[config.mk]
export PLATFORM = sky130hd
export DESIGN_NAME = burst_addr_seq
export DESIGN_NICKNAME = d
export VERILOG_FILES = /design/src/rtl/bseq_pkg.sv /design/src/rtl/bseq_ctrl.sv /design/src/rtl/bseq_step.sv /design/src/rtl/bseq_order.sv /design/src/rtl/burst_addr_seq.sv
export SDC_FILE = /design/constraint.sdc
export NUM_CORES = 1
export LEC_CHECK = 0
export ABC_AREA = 1
export BUFFER_PORTS_ARGS = -buffer_cell sky130_fd_sc_hd__buf_2
export CAP_MARGIN = 20
export CORE_MARGIN = 1.5
export CORE_UTILIZATION = 46
export CTS_CLUSTER_SIZE = 8
export DETAILED_ROUTE_END_ITERATION = 7
export GPL_TIMING_DRIVEN = 0
export MAX_ROUTING_LAYER = met4
export PLACE_DENSITY_LB_ADDON = 0.1
export SETUP_SLACK_MARGIN = 0.3
export SKIP_LAST_GASP = 1
export SYNTH_ARGS = -nofsm -noshare
export SYNTH_HDL_FRONTEND = slang
export SYNTH_HIERARCHICAL = 1
export SYNTH_SLANG_ARGS = --single-unit
[constraint.sdc]
create_clock -name clk -period 2.04 [get_ports clk]
set_clock_uncertainty 0.05 [all_clocks]
set_input_delay 0.612 -clock clk [delete_from_list [all_inputs] [get_ports clk]]
set_output_delay 0.612 -clock clk [all_outputs]
set_load 0.01 [all_outputs]
[src/rtl/bseq_pkg.sv]
package bseq_pkg;

    typedef enum logic {
        ST_IDLE  = 1'b0,
        ST_BURST = 1'b1
    } bseq_state_e;

    typedef enum logic [1:0] {
        ACT_HOLD  = 2'd0,
        ACT_LOAD  = 2'd1,
        ACT_STEP  = 2'd2,
        ACT_DESEL = 2'd3
    } bseq_act_e;

endpackage

[src/rtl/bseq_ctrl.sv]
module bseq_ctrl
    import bseq_pkg::*;
(
    input  logic        clk,
    input  logic        rst_n,
    input  logic        strobe_cpu_i,
    input  logic        strobe_ctl_i,
    input  logic        ce_i,
    input  logic        adv_i,
    output bseq_act_e   act_o,
    output bseq_state_e state_o
);

    bseq_state_e state_q;
    bseq_state_e state_d;

    // State register
    always_ff @(posedge clk) begin
        if (!rst_n) begin
            state_q <= ST_IDLE;
        end else begin
            state_q <= state_d;
        end
    end

    // Action and next-state decode; strobes outrank advance,
    // the processor strobe outranks the controller strobe
    always_comb begin
        act_o   = ACT_HOLD;
        state_d = state_q;
        if (strobe_cpu_i && ce_i) begin
            act_o   = ACT_LOAD;
            state_d = ST_BURST;
        end else if (strobe_cpu_i) begin
            act_o   = ACT_DESEL;
            state_d = ST_IDLE;
        end else if (strobe_ctl_i) begin
            act_o   = ACT_LOAD;
            state_d = ST_BURST;
        end else begin
            unique case (state_q)
                ST_IDLE:  act_o = ACT_HOLD;
                ST_BURST: act_o = adv_i ? ACT_STEP : ACT_HOLD;
                default:  act_o = ACT_HOLD;
            endcase
        end
    end

    assign state_o = state_q;

endmodule

[src/rtl/bseq_step.sv]
module bseq_step
    import bseq_pkg::*;
#(
    parameter int BURST_W = 2
) (
    input  logic               clk,
    input  logic               rst_n,
    input  bseq_act_e          act_i,
    output logic [BURST_W-1:0] step_o
);

    logic [BURST_W-1:0] step_q;

    always_ff @(posedge clk) begin
        if (!rst_n) begin
            step_q <= '0;
        end else if (act_i == ACT_LOAD) begin
            step_q <= '0;
        end else if (act_i == ACT_STEP) begin
            step_q <= step_q + 1'b1;
        end
    end

    assign step_o = step_q;

endmodule

[src/rtl/bseq_order.sv]
module bseq_order #(
    parameter int BURST_W = 2
) (
    input  logic [BURST_W-1:0] base_i,
    input  logic [BURST_W-1:0] step_i,
    input  logic               order_i,
    output logic [BURST_W-1:0] low_o
);

    logic [BURST_W-1:0] lin_w;
    logic [BURST_W-1:0] ilv_w;

    assign lin_w = base_i + step_i;

    for (genvar b = 0; b < BURST_W; b++) begin : g_ilv
        assign ilv_w[b] = base_i[b] ^ step_i[b];
    end

    assign low_o = order_i ? ilv_w : lin_w;

endmodule

[src/rtl/burst_addr_seq.sv]
module burst_addr_seq
    import bseq_pkg::*;
#(
    parameter int ADDR_W  = 20,
    parameter int BURST_W = 2
) (
    input  logic              clk,
    input  logic              rst_n,
    input  logic [ADDR_W-1:0] addr_i,
    input  logic              strobe_cpu_i,
    input  logic              strobe_ctl_i,
    input  logic              adv_i,
    input  logic              ce_i,
    input  logic              order_i,
    output logic [ADDR_W-1:0] addr_o
);

    localparam int HI_W = ADDR_W - BURST_W;

    bseq_act_e          act_w;
    bseq_state_e        state_w;
    logic [BURST_W-1:0] step_w;
    logic [BURST_W-1:0] low_w;
    logic [HI_W-1:0]    hi_q;
    logic [BURST_W-1:0] base_q;
    logic               burst_act;

    bseq_ctrl u_ctrl (
        .clk          (clk),
        .rst_n        (rst_n),
        .strobe_cpu_i (strobe_cpu_i),
        .strobe_ctl_i (strobe_ctl_i),
        .ce_i         (ce_i),
        .adv_i        (adv_i),
        .act_o        (act_w),
        .state_o      (state_w)
    );

    bseq_step #(.BURST_W(BURST_W)) u_step (
        .clk    (clk),
        .rst_n  (rst_n),
        .act_i  (act_w),
        .step_o (step_w)
    );

    // Loaded address: upper bits and start word
    always_ff @(posedge clk) begin
        if (!rst_n) begin
            hi_q   <= '0;
            base_q <= '0;
        end else if (act_w == ACT_LOAD) begin
            hi_q   <= addr_i[ADDR_W-1:BURST_W];
            base_q <= addr_i[BURST_W-1:0];
        end
    end

    bseq_order #(.BURST_W(BURST_W)) u_order (
        .base_i  (base_q),
        .step_i  (step_w),
        .order_i (order_i),
        .low_o   (low_w)
    );

    assign burst_act = (state_w == ST_BURST);
    assign addr_o    = {hi_q, low_w};

endmodule

==> results by group <==
Synth
  • Syn avg cell area: 6.32 um2
  • Sequential-to-total area share from yosys stat: 0.419
  • Yosys top cell area share: 0.419
  • Post-synth top area cell: dfxtp_1
  • Synth cell types: 17
  • Post-synthesis cell count: 174
  • Syn_nets: 202
  • Top post-synthesis cells by area: dfxtp_1, nor2_1, inv_1
  • Synth warn: 6
  • Synthesized area: 0.00110 mm2
  • Yosys reg bits: 23

Worst setup path
  • CP Buf/Inv Count: 3
  • Reg2Reg Setup Slack: 0.68 ns
  • Startpoint types: flip-flop
  • WS Path Type: flip-flop to output pin
  • CP most frequent cell: inv_1
  • Slowest stage delay, CP: 0.39 ns
  • Worst R2R Path Depth: 7
  • Worst EP required: 1.38 ns
  • CP Cell Sequence: ha_4 -> inv_1 -> nor2_1 -> nand3_1 -> nand2_1 -> inv_1 -> buf_2
  • Worst path top cell family by delay: flip-flops
  • CP arrival: 1.22 ns
  • Worst R2R End: hi_q[5]$_SDFFE_PN0N_
  • Crit-path slowest cell: dfxtp_4
  • CP Capture Type: output pin
  • Worst R2R Start: u_ctrl/state_o$_SDFFE_PN0P_
  • Worst setup path start: u_step/step_o[0]$_SDFFE_PP0N_
  • Crit path max fanout: 4

Layout
  • Layout cells sized above 1: 0.304
  • Nets@finish: 253
  • Fill count: 237
  • Area Overhead vs Synth: 29.1%
  • Antenna diodes: 0

Floorplanning
  • Starting Density: 0.492
  • # IOs: 47
  • Core Rows: 17
  • Die width: 51.9 um
  • Die height: 51.9 um
  • Die area: 0.00269 mm2
  • Core Box Area: 0.00223 mm2

Place
  • DP HPWL: 1.80 mm
  • Setup WS pre-CTS: 0.0527 ns
  • IO Port Bufs: 46
  • Routability-driven placement congestion ratio: 0.673

Clock tree
  • CTS max path bufs: 2
  • Root buf cell: clkbuf_4
  • CTS tree: yes
  • Clock Pin Slew Worst Setup and Hold Paths: 0.12 ns
  • Clock sinks: 23
  • H-tree Lvls: 1
  • Worst skew pair latency: 0.31 ns
  • Total CTS buffers: 3

GRT
  • Vias in the first global route: 981
  • First-pass GRT wire length: 4.07 mm
  • GR Overflow Total: 0
  • Antenna violations before repair: 0
  • Global Route Usage Sum: 0.209
  • Largest net degree at the start of global routing: 14

Detailed routing
  • Met1 wire length: 1.04 mm
  • First-pass iteration count of the detailed router: 4
  • Top sig layer: met4
  • Initial DRC count: 18
  • Final wirelength: 2.39 mm
  • Final ANT Viol Nets: 0
  • Avg WL per Cell: 9.49 um
  • Residual DRC: 0
  • Vias: 1,155
  • Metal2 WL: 1.22 mm
  • DR vias/cell: 4.58
  • Met3 WL: 109 um

Power and ir drop
  • Clk pwr share: 0.225
  • Sw power: 0.272 mW
  • IR drop worst, VDD: 495 uV
  • PwrDens: 650 mW/mm2
  • Leak: 0.856 nW
  • Sw Share: 0.295
  • Combinational share of power: 0.228
  • Sequential share of power: 0.547
  • Cell-internal power: 0.651 mW

STA
  • Worst Tran Pin Value: 0.415 ns
  • Final worst-path cycle share: 0.921
  • Final-report hold violation count: 0
  • Count of pins over their slew limit: 0
  • Rel. slew slack: 0.723
  • Fmax: 0.532 GHz
  • RSZ-0062 raised after global routing: yes
  • Final setup fails: 0
  • Tmin final: 1.88 ns
  • PnR worst setup slack: 0.161 ns
  • Setup TNS: 0 ns

Worst hold path
  • Worst Hold Class: flip-flop to flip-flop
  • Hold wc startpoint: hi_q[11]$_SDFFE_PN0N_
  • WHS Path Cells: 2
  • Hold endpoint: hi_q[11]$_SDFFE_PN0N_

Job
  • Max-cap violations: 0

Outcome
  • Status: completed
==> power groups by stage <==
stage | clock network, mW | logic [mW] | registers, mW
global placement | 0 | 0.199 | 0.513
global route | 0.238 | 0.241 | 0.509
CTS | 0.216 | 0.208 | 0.506
floorplan | 0 | 0.112 | 0.529
detailed placement | 0 | 0.206 | 0.515
finish | 0.208 | 0.210 | 0.505
==> cell usage in the layout (no fill, tap or decap), types with 2 or more instances in the layout <==
cell type | netlist | layout
buf_2 | 4 | 49
clkbuf_4 | 0 | 3
nor2_1 | 43 | 43
nand2_1 | 32 | 32
nor2_2 | 3 | 3
inv_1 | 33 | 33
buf_4 | 2 | 2
nand3_1 | 23 | 23
inv_2 | 3 | 3
dfxtp_1 | 23 | 21
==> logic make-up after synthesis <==
family                   count (synthesis)  share of synthesized area
adder cells (fa/ha/maj)                  1                     0.0114
AND/OR/NAND/NOR                        103                      0.389
flip-flops                              23                      0.419
AO/OA/AOI/OAI                            3                     0.0193
buffers and inverters                   44                      0.162
==> worst min-delay path, stage by stage (launching register included) <==
cell and delay (ns):
dfxtp_1 0.33, nor2_1 0.09, nor2_1 0.05
==> cell type report <==
cell class,instances,area [um2],area share
Multi-Input combinational cell,107,478,0.337
Sequential cell,23,465,0.328
Timing Repair Buffer,46,236,0.167
Inverter,36,135,0.0952
Buffer,8,42.5,0.0300
Tap cell,28,35.0,0.0247
Clock buffer,3,22.5,0.0159
Clock inverter,1,5.00,0.00352
==> sequential cells by signal, indices dropped and copies added (netlist names) <==
name            count
u_step/step_o       2
base_q              2
hi_q               18
u_ctrl/state_o      1
==> repair_timing <==
item,in CTS,in global routing
endpoints found under the setup margin,2,21
hold buffers,0,0
resized for setup,4,3
hold endpoints to repair,0,0
buffers inserted,0,0
==> layer usage <==
metal	global-route usage	up-vias
met5	-	-
met4	0.0658	0
met3	0.0431	4
met2	0.359	30
met1	0.244	510
li1	-	611
==> cell usage after synthesis (all sizes together) <==
| cell | n |
|---|---|
| nand4 | 1 |
| clkbuf | 1 |
| nand2 | 33 |
| ha | 1 |
| buf | 7 |
| inv | 36 |
| nor2 | 46 |
| o21ai | 1 |
| dfxtp | 23 |
| nand3 | 23 |
| a21oi | 1 |
| o21bai | 1 |
==> worst max path at each step <==
| stage | endpoint | slack (ns) | cells after the start |
|---|---|---|---|
| 2_1_floorplan | hi_q[10]$_SDFFE_PN0N_ | 0.42 | 8 |
| 3_3_place_gp | hi_q[16]$_SDFFE_PN0N_ | 0.15 | 9 |
| 3_5_place_dp | hi_q[2]$_SDFFE_PN0N_ | 0.05 | 9 |
| 4_1_cts | addr_o[1] | 0.13 | 7 |
| 5_1_grt | addr_o[1] | 0.05 | 7 |
| 6_report | addr_o[1] | 0.16 | 7 |
==> stage by stage <==
step / hold WS [ns] / utilization / area (um2) / std cells / power [mW]
6_report: 0.440 / 0.636 / 1420 / 252 / 0.923
5_1_grt: 0.465 / 0.636 / 1420 / 252 / 0.988
4_1_cts: 0.443 / 0.630 / 1410 / 252 / 0.930
3_5_place_dp: 0.418 / 0.611 / 1370 / 248 / 0.721
3_3_place_gp: 0.410 / 0.611 / 1370 / 248 / 0.712
2_1_floorplan: 0.400 / - / 1100 / 174 / 0.641
(Power assumes the default switching activity.)
